### src/rtl/trigger_gate_ctrl.sv
module trigger_gate_ctrl #(
  parameter int N_IN = 16,
  localparam int SW = $clog2(N_IN)
) (
  input  logic        clk,
  input  logic        rst_n,
  input  logic        wr_en,
  input  logic [31:0] wr_data,
  output logic [31:0] ctrl_word,
  input  logic [15:0] trig_in,
  input  logic [15:0] gate_in,
  output logic        start_req,
  output logic        trig_level,
  output logic        gate_level,
  output logic [3:0]  res_sel,
  output logic        timer_mode
);
  logic [3:0]    res_q;
  logic [SW-1:0] trig_sel_q, gate_sel_q;
  logic [1:0]    mode_q;
  logic          tmr_q;
  logic          t_s1, t_s2, t_hist, g_s1, g_s2;
  logic          edge_hit, start_q;

  always_ff @(posedge clk or negedge rst_n) begin
    if (!rst_n) begin
      res_q      <= '0;
      trig_sel_q <= '0;
      mode_q     <= '0;
      gate_sel_q <= '0;
      tmr_q      <= 1'b0;
    end else if (wr_en) begin
      res_q <= wr_data[3:0];
      if (wr_data[10]) begin
        trig_sel_q <= wr_data[4 +: SW];
        mode_q     <= wr_data[9:8];
      end
      if (wr_data[16]) gate_sel_q <= wr_data[12 +: SW];
      if (wr_data[21]) tmr_q <= wr_data[20];
    end
  end

  always_ff @(posedge clk or negedge rst_n) begin
    if (!rst_n) begin
      {t_s1, t_s2, t_hist, g_s1, g_s2} <= '0;
      start_q <= 1'b0;
    end else begin
      t_s1    <= trig_in[trig_sel_q];
      t_s2    <= t_s1;
      t_hist  <= t_s2;
      g_s1    <= gate_in[gate_sel_q];
      g_s2    <= g_s1;
      start_q <= edge_hit & (tmr_q | g_s2);
    end
  end

  always_comb begin
    unique case (mode_q)
      2'd1:    edge_hit = ~t_s2 & t_hist;
      2'd2:    edge_hit = t_s2 & ~t_hist;
      2'd3:    edge_hit = t_s2 ^ t_hist;
      default: edge_hit = 1'b0;
    endcase
  end

  assign ctrl_word  = {10'b0, 1'b0, tmr_q, 3'b0, 1'b0, gate_sel_q,
                       1'b0, 1'b0, mode_q, trig_sel_q, res_q};
  assign start_req  = start_q;
  assign trig_level = t_s2;
  assign gate_level = g_s2;
  assign res_sel    = res_q;
  assign timer_mode = tmr_q;
endmodule


### config.mk
export PLATFORM = sky130hd
export DESIGN_NAME = trigger_gate_ctrl
export DESIGN_NICKNAME = d
export VERILOG_FILES = /design/src/rtl/trigger_gate_ctrl.sv
export SDC_FILE = /design/constraint.sdc
export NUM_CORES = 1
export LEC_CHECK = 0
export CORE_MARGIN = 3
export CORE_UTILIZATION = 31
export DETAILED_ROUTE_END_ITERATION = 12
export GPL_ROUTABILITY_DRIVEN = 0
export PLACE_DENSITY_LB_ADDON = 0.1
export SLEW_MARGIN = 20
export SYNTH_ARGS = -nofsm -noshare
export SYNTH_HDL_FRONTEND = slang
export SYNTH_SLANG_ARGS = --single-unit
### constraint.sdc
create_clock -name clk -period 1.9 [get_ports clk]
set_clock_uncertainty 0.1 [all_clocks]
set_input_delay 0.38 -clock clk [delete_from_list [all_inputs] [get_ports clk]]
set_output_delay 0.38 -clock clk [all_outputs]
set_load 0.005 [all_outputs]
## After elaboration in Yosys (flattened, before gate mapping)

Cells that the tools add are included.

- Word-level logic and storage cells: 31
- Input port bits: 67
- Register bits after elaboration: 21

- Muxes and demuxes: 5
- Bitwise operators: 7
- Order comparisons: 2
- Reduce and logical (&&, ||, !) cells: 3
- Equality and inequality tests: 3

Operators with widths:

| cell | count |
|---|---|
| 4-bit by 5-bit < comparator with 1-bit output (second input constant) | 2 |
| 1-bit binary-select mux with 4-bit select | 2 |
| 2-bit AND reduction | 3 |
| 2-bit == test (second input constant) | 2 |
| 1-bit AND | 3 |
| 1-bit one-hot mux with 3 select lines | 1 |
| 2-bit by 1-bit == test with 1-bit output (second input constant) | 1 |
| 1-bit 2-to-1 mux | 2 |
| 1-bit NOT | 2 |
| 1-bit bitwise OR | 1 |
| 1-bit bitwise XOR | 1 |

## Depth between registers and ports, before layout

Gate-level depths: netlist of the first run.

- Word-level depth: 4
- Mapped depth: 5

## Least setup slack after synthesis of the first run

No wires, ideal clock.

- Path kind: reg2reg
- From: register gate_sel_q[0]
- To: register g_s1
- Arrival: 1.198 ns
- Library setup time: 0.126 ns
- Setup slack: 0.476 ns
- Cell stages (with the launch flop): 4
- Path through: dfrtp_1 > mux4_1 > mux2i_1 > mux2i_1

- Cells in the longest elaborated chain, start to end: 2

RTL lines:

| element | line | RTL |
|---|---|---|
| start: declaration | 19 | `logic [SW-1:0] trig_sel_q, gate_sel_q;` |
| start signal: assignment | 38 | `if (wr_data[16]) gate_sel_q <= wr_data[12 +: SW];` |
| 1-bit binary-select mux with 4-bit select | 51 | `g_s1 <= gate_in[gate_sel_q];` |
| 1-bit 2-to-1 mux (implied by the code) | 51 |  |
| end signal: assignment | 51 |  |
| end: declaration | 22 | `logic t_s1, t_s2, t_hist, g_s1, g_s2;` |

No other way between the ends. The select of a mux whose other input is x is not followed.
A chain may end at the register's enable or synchronous reset.

## Worst setup path in the final report of the first run

- From: register trig_sel_q[0]
- To: output ctrl_word[4]

RTL lines:

| element | line | RTL |
|---|---|---|
| start: declaration | 19 |  |
| start signal: assignment | 35 | `trig_sel_q <= wr_data[4 +: SW];` |
| end: declaration | 9 | `output logic [31:0] ctrl_word,` |

No word-level cell between the ends.

==> results of run 1 <==
sequential cells by signal, summed over array words and instances, names as in the netlist:
name        count
res_sel         4
trig_sel_q      4
g_s1            1
t_hist          1
gate_level      1
start_req       1
timer_mode      1
t_s1            1
trig_level      1
mode_q          2
gate_sel_q      4
power by group:
part | internal [W] | switching (W)
clock | 0.000149 | 0.000132
sequential | 0.000534 | 0.0000756
combinational | 0.000345 | 0.000122
per-layer routing:
layer,routed length (um),share of wire [%],up-vias
li1,-,-,428
met1,946,35,430
met2,1500,56,50
met3,250,9.3,0
met4,0,0,0
met5,0,0,-
logic make-up (layout without fill, tap and decap cells):
| group | after synthesis | in the layout | synth area share [%] |
|---|---|---|---|
| flops | 21 | 21 | 43.2 |
| mux | 29 | 29 | 36.1 |
| fa+ha+maj | 2 | 2 | 2.06 |
| simple gates | 7 | 7 | 2.88 |
| other cells | 1 | 17 | 0.308 |
| buf+inv | 25 | 83 | 14.6 |
| compound gates | 2 | 2 | 0.822 |
cell usage after synthesis:
cell       n  share of area (%)
nand3b_1   1               0.62
nand2_1    3               0.93
nor2b_1    2                1.0
a21oi_1    1               0.41
nor2_1     1               0.31
mux4_1     8                 17
buf_2      1               0.41
mux2i_1    6                4.9
inv_1      2               0.62
mux2_2    15                 14
conb_1     1               0.31
ha_1       2                2.1
o21ai_0    1               0.41
dfrtp_1   21                 43
buf_4     22                 14
worst paths after layout:
kind | startpoint | endpoint | slack (ns) | cells after the start
max in group asynchronous | rst_n | mode_q[0] | 1.11 | 2
setup reg to reg | trig_sel_q[0] | t_s1 | 0.37 | 3
hold / removal | t_s1 | trig_level | 0.25 | 0
hold reg to reg | t_s1 | trig_level | 0.25 | 0
min in group asynchronous | rst_n | trig_sel_q[2] | 0.37 | 2
setup / recovery | trig_sel_q[0] | ctrl_word[4] | 0.13 | 1
metrics by stage:
stage	hold slack, ns	instances	cell area, sq um	setup slack [ns]
final	0.253	209	1980	0.130
after global routing	0.259	209	1980	0.0425
after CTS	0.255	209	1980	0.108
after detailed placement	0.238	205	1930	0.116
after global placement	0.235	205	1930	0.133
after floorplan	-0.0156	103	1280	0.476
area by class of cell:
| class | instances | area [sq um] | area share [%] |
|---|---|---|---|
| repair buffers | 77 | 766 | 38.7 |
| multi-input cells | 57 | 573 | 29.0 |
| flip-flops and latches | 21 | 526 | 26.6 |
| well taps | 48 | 60.1 | 3.04 |
| clock buffers | 4 | 45.0 | 2.28 |
| inverters | 2 | 7.51 | 0.380 |
==> summary.txt, run 1 <==
Run status
  • Result of the run: finished clean

Cells and area
  • Most frequent standard cell in the layout excluding fill and tap cells: clkdlybuf4s50_1
  • Layout fillers: 345
  • Diodes inserted: 0
  • Net count of the finished layout: 231
  • P&R area growth vs syn: 62.6%
  • Utilization of the core after routing: 53.2%
  • Proportion of layout cells with a drive suffix above 1: 12.4%
  • Leading cell types in the layout, fill and taps excluded: clkdlybuf4s50_1, dfrtp_1, conb_1

Synth
  • Synthesized area divided by synthesized cell count: about 14 sq um
  • Number of library cell types mapped by synthesis: 15
  • Count of state elements after synthesis: 21
  • Number of standard cells after synthesis: 87
  • Post-synthesis cell area: 1220 sq um
  • Sequential cell area fraction in the yosys report: 43.2%
  • Warnings, synthesis: 0

GRT
  • Number of antenna violations at the first check in global routing: 0
  • Total grt overflow: 0
  • GR met1 Demand/Resource: between 10 and 15%
  • Global-route total usage across every layer: 12.3%
  • Busiest layer in global routing: met2
  • Met3 global-route usage: 4.86%
  • Wire length of the first global-routing pass: between 4 and 5 mm
  • Number of global-route vias before repair: 903
  • Maximum number of pins on one net before global-route repair: 22
  • Global routing usage on met2: a little under a quarter

Clock network
  • Sinks on the clock net: 21
  • Post-CTS clock slew at the launch and capture registers of the worst setup and hold paths: 0.07 ns
  • Total clock buffers created by CTS: 3
  • Clock latency reported for the late side of the worst-skew pair: between 0.2 and 0.3 ns
  • Deepest level of the CTS H-tree: 1
  • Post-CTS Hold Buffers: 0
  • CTS root buf: clkbuf_8
  • CTS tree: done
  • Number of buffers added for setup after CTS: 0
  • CTS max path bufs: 2
  • Number of gates given a new drive strength after cts: 0

Worst setup path
  • Kind of capture point of the worst setup path: output port
  • Arrival time of the worst setup path: between 1 and 1.5 ns
  • Crit path largest cell delay: ~0.56 ns
  • Top delay family on crit path: buffers and inverters
  • Crit path kind: register to output port
  • Crit path max fanout: 6
  • WP buf/inv: 1
  • Slowest library cell on the worst path: clkdlybuf4s50_1
  • Startpoint Class: register
  • CP required: approximately 1.4 ns
  • Critical path, cell by cell: clkdlybuf4s50_1

Min path
  • Worst hold path type: register to register

Detailed routing
  • DRC Markers: 0
  • Routed wire per std cell: 12.9 um
  • Via density: 4.34
  • Vias after detailed routing: 908
  • Initial detailed-routing violation count: 13
  • Final wirelength: 2.69 mm
  • Post-detailed-route count of antenna-violating nets: 0
  • Number of iterations in the first detailed-routing pass: 2

Floorplanning
  • Die boundary width: ~70 um
  • I/O pin count: 107
  • Core region area: 3720 sq um
  • Full die area: 4710 sq um
  • Die height: ~69 um
  • Initial core utilization: 32.7%
  • Number of standard-cell rows in the floorplan: 22

STA
  • Final hold viol count: 0
  • Final max-slew violation count: 0
  • FMAX: ~560 MHz
  • Setup tns final: 0 ns
  • Shortest clock period the worst path allows after layout: between 1.5 and 2 ns
  • Finish-stage setup viols: 0
  • RSZ-0062 raised after global routing: false
  • Post-route fraction of the period consumed by the critical path: between 90 and 100%

Placement
  • # port buffers: 75
  • Dpl hpwl: 2.35 mm

Power
  • Total power density per cell area: 686 nW/um^2
  • Max VDD drop: 0.270 mV
  • Post-route total power: 0.00136 W
  • Total leakage power: between 0.8 and 0.9 nW

Flow run
  • Max capacitance violation total: 0
(Power assumes the default switching activity.)
==> inputs of run 2 (changes only) <==
CORE_ASPECT_RATIO = 1.1   (was default)
SETUP_SLACK_MARGIN = 0.02   (was default)
==> run 2 against run 1 <==
Hold slack got worse by 0.0014 ns. Routed wire length rose by 5.0%. Critical endpoint is now ctrl_word[12]. Design area rose by 0.19%. Utilization rose by 0.15 points. Combinational power rose by 0.9%. Global-route usage barely moved. Fmax barely moved.
==> summary.txt, run 2 (synthesized netlist as in run 1, its figures left out) <==
STA
  • RSZ-0062 raised after global routing: false
  • Finish-stage setup viols: 0 (unchanged)
  • Setup tns final: 0 ns (unchanged)
  • Post-route fraction of the period consumed by the critical path: 93.2% (about the same)
  • Final max-slew violation count: 0 (unchanged)
  • Final setup margin: 0.130 ns (-0.000254 ns)
  • FMAX: 565 MHz (about the same)
  • Final hold viol count: 0 (unchanged)
  • Shortest clock period the worst path allows after layout: 1.77 ns (+0.000254 ns)

Placement
  • Pre-CTS setup slack: 0.115 ns (-0.000664 ns)
  • Dpl hpwl: 2.42 mm (+3.1%)
  • # port buffers: 75 (unchanged)

GRT
  • Total grt overflow: 0 (unchanged)
  • Number of antenna violations at the first check in global routing: 0 (unchanged)
  • Wire length of the first global-routing pass: 4.41 mm (+4.8%)
  • Maximum number of pins on one net before global-route repair: 22 (unchanged)
  • Global-route total usage across every layer: 12.4% (+0.016 points)
  • Number of global-route vias before repair: 939 (+4.0%)

Clock network
  • CTS tree: done
  • Clock latency reported for the late side of the worst-skew pair: 0.26 ns (about the same)
  • CTS root buf: clkbuf_8
  • Total clock buffers created by CTS: 3 (unchanged)
  • Number of buffers added for setup after CTS: 0 (unchanged)
  • CTS max path bufs: 2 (unchanged)
  • Number of gates given a new drive strength after cts: 0 (unchanged)
  • Deepest level of the CTS H-tree: 1 (unchanged)
  • Sinks on the clock net: 21 (unchanged)
  • Post-CTS clock slew at the launch and capture registers of the worst setup and hold paths: 0.08 ns (about the same)
  • Post-CTS Hold Buffers: 0 (unchanged)

Worst setup path
  • Crit path max fanout: 6 (unchanged)
  • WP buf/inv: 1 (unchanged)
  • Slowest library cell on the worst path: clkdlybuf4s50_1
  • CP required: 1.42 ns (about the same)
  • Kind of capture point of the worst setup path: output port
  • Startpoint Class: register
  • Critical path, cell by cell: clkdlybuf4s50_1
  • Top delay family on crit path: buffers and inverters
  • Crit path kind: register to output port
  • Crit path largest cell delay: 0.56 ns (about the same)
  • Arrival time of the worst setup path: 1.29 ns (about the same)

Floorplanning
  • Number of standard-cell rows in the floorplan: 23 (+4.5%)
  • Die height: 71.7 um (+4.5%)
  • I/O pin count: 107 (unchanged)
  • Core region area: 3710 sq um (-0.10%)
  • Die boundary width: 65.7 um (-4.2%)
  • Full die area: 4710 sq um (about the same)
  • Initial core utilization: 32.8% (+0.033 points)

Detailed routing
  • Initial detailed-routing violation count: 7 (-6)
  • Highest routing layer actually used: met4
  • Routed wire per std cell: 13.4 um (+4.0%)
  • Final wirelength: 2.83 mm (+5.0%)
  • Via density: 4.39 (+1.0%)
  • DRC Markers: 0 (unchanged)
  • Post-route met1 wirelength: 897 um (-5.2%)
  • Detailed-routed wire length on met3: 272 um (+8.8%)
  • Vias after detailed routing: 926 (+2.0%)
  • Post-detailed-route count of antenna-violating nets: 0 (unchanged)
  • Met2 wire len: 1.64 mm (+9.6%)
  • Number of iterations in the first detailed-routing pass: 2 (unchanged)

Run status
  • Result of the run: finished clean

Flow run
  • Max capacitance violation total: 0 (unchanged)

Cells and area
  • P&R area growth vs syn: 62.9%
  • Net count of the finished layout: 231 (unchanged)
  • Diodes inserted: 0 (unchanged)
  • Most frequent standard cell in the layout excluding fill and tap cells: clkdlybuf4s50_1
  • Leading cell types in the layout, fill and taps excluded: clkdlybuf4s50_1, dfrtp_1, conb_1
  • Proportion of layout cells with a drive suffix above 1: 13.0% (+0.62 points)

Min path
  • Worst hold path type: register to register

Power
  • Max VDD drop: 0.365 mV (+35%)
  • Total leakage power: 0.852 nW (+0.32%)
  • Total power density per cell area: 690 nW/um^2 (+0.45%)
run 2: area by class of cell:
type,instances,area (sq um)
Clock buffer,3,41.3
Clock inverter,1,5.00
Sequential cell,21,526
Timing Repair Buffer,77,766
Inverter,2,7.51
Tap cell,50,62.6
Fill cell,332,1730
Multi-Input combinational cell,57,573
run 2: metrics by stage:
stage	cells	hold slack [ns]	util, %	area [sq um]	power, W
floorplan	103	-0.0156	-	1280	0.000825
global placement	207	0.232	52.1	1930	0.00108
detailed placement	207	0.236	52.1	1930	0.00109
CTS	211	0.255	53.4	1980	0.00139
global route	211	0.269	53.4	1980	0.00146
finish	211	0.251	53.4	1980	0.00137
run 2: power breakdown:
group          switching [W]  total (W)  internal [W]
clock network       0.000142   0.000288      0.000146
registers          0.0000738   0.000607      0.000533
logic               0.000126   0.000471      0.000345
total               0.000342    0.00137       0.00102
run 2: final timing paths:
| check | slack, ns | depth (start not counted) | from | end |
|---|---|---|---|---|
| max | 0.13 | 1 | gate_sel_q[0] | ctrl_word[12] |
| min | 0.25 | 0 | t_s1 | trig_level |
| max reg2reg | 0.29 | 3 | gate_sel_q[0] | g_s1 |
| min reg2reg | 0.25 | 0 | t_s1 | trig_level |
| max in group asynchronous | 1.11 | 2 | rst_n | res_sel[0] |
| min in group asynchronous | 0.37 | 2 | rst_n | gate_level |
run 2: per-layer routing:
layer,vias to the layer above,track usage [%]
li1,424,-
met1,452,13.1
met2,48,23.6
met3,2,3.61
met4,0,2.76
met5,-,0
==> inputs of run 3 (changes only) <==
SKIP_LAST_GASP = 1   (was default)
==> results of run 3 <==
Final layout, timing and power as in run 2 (identical DEF).
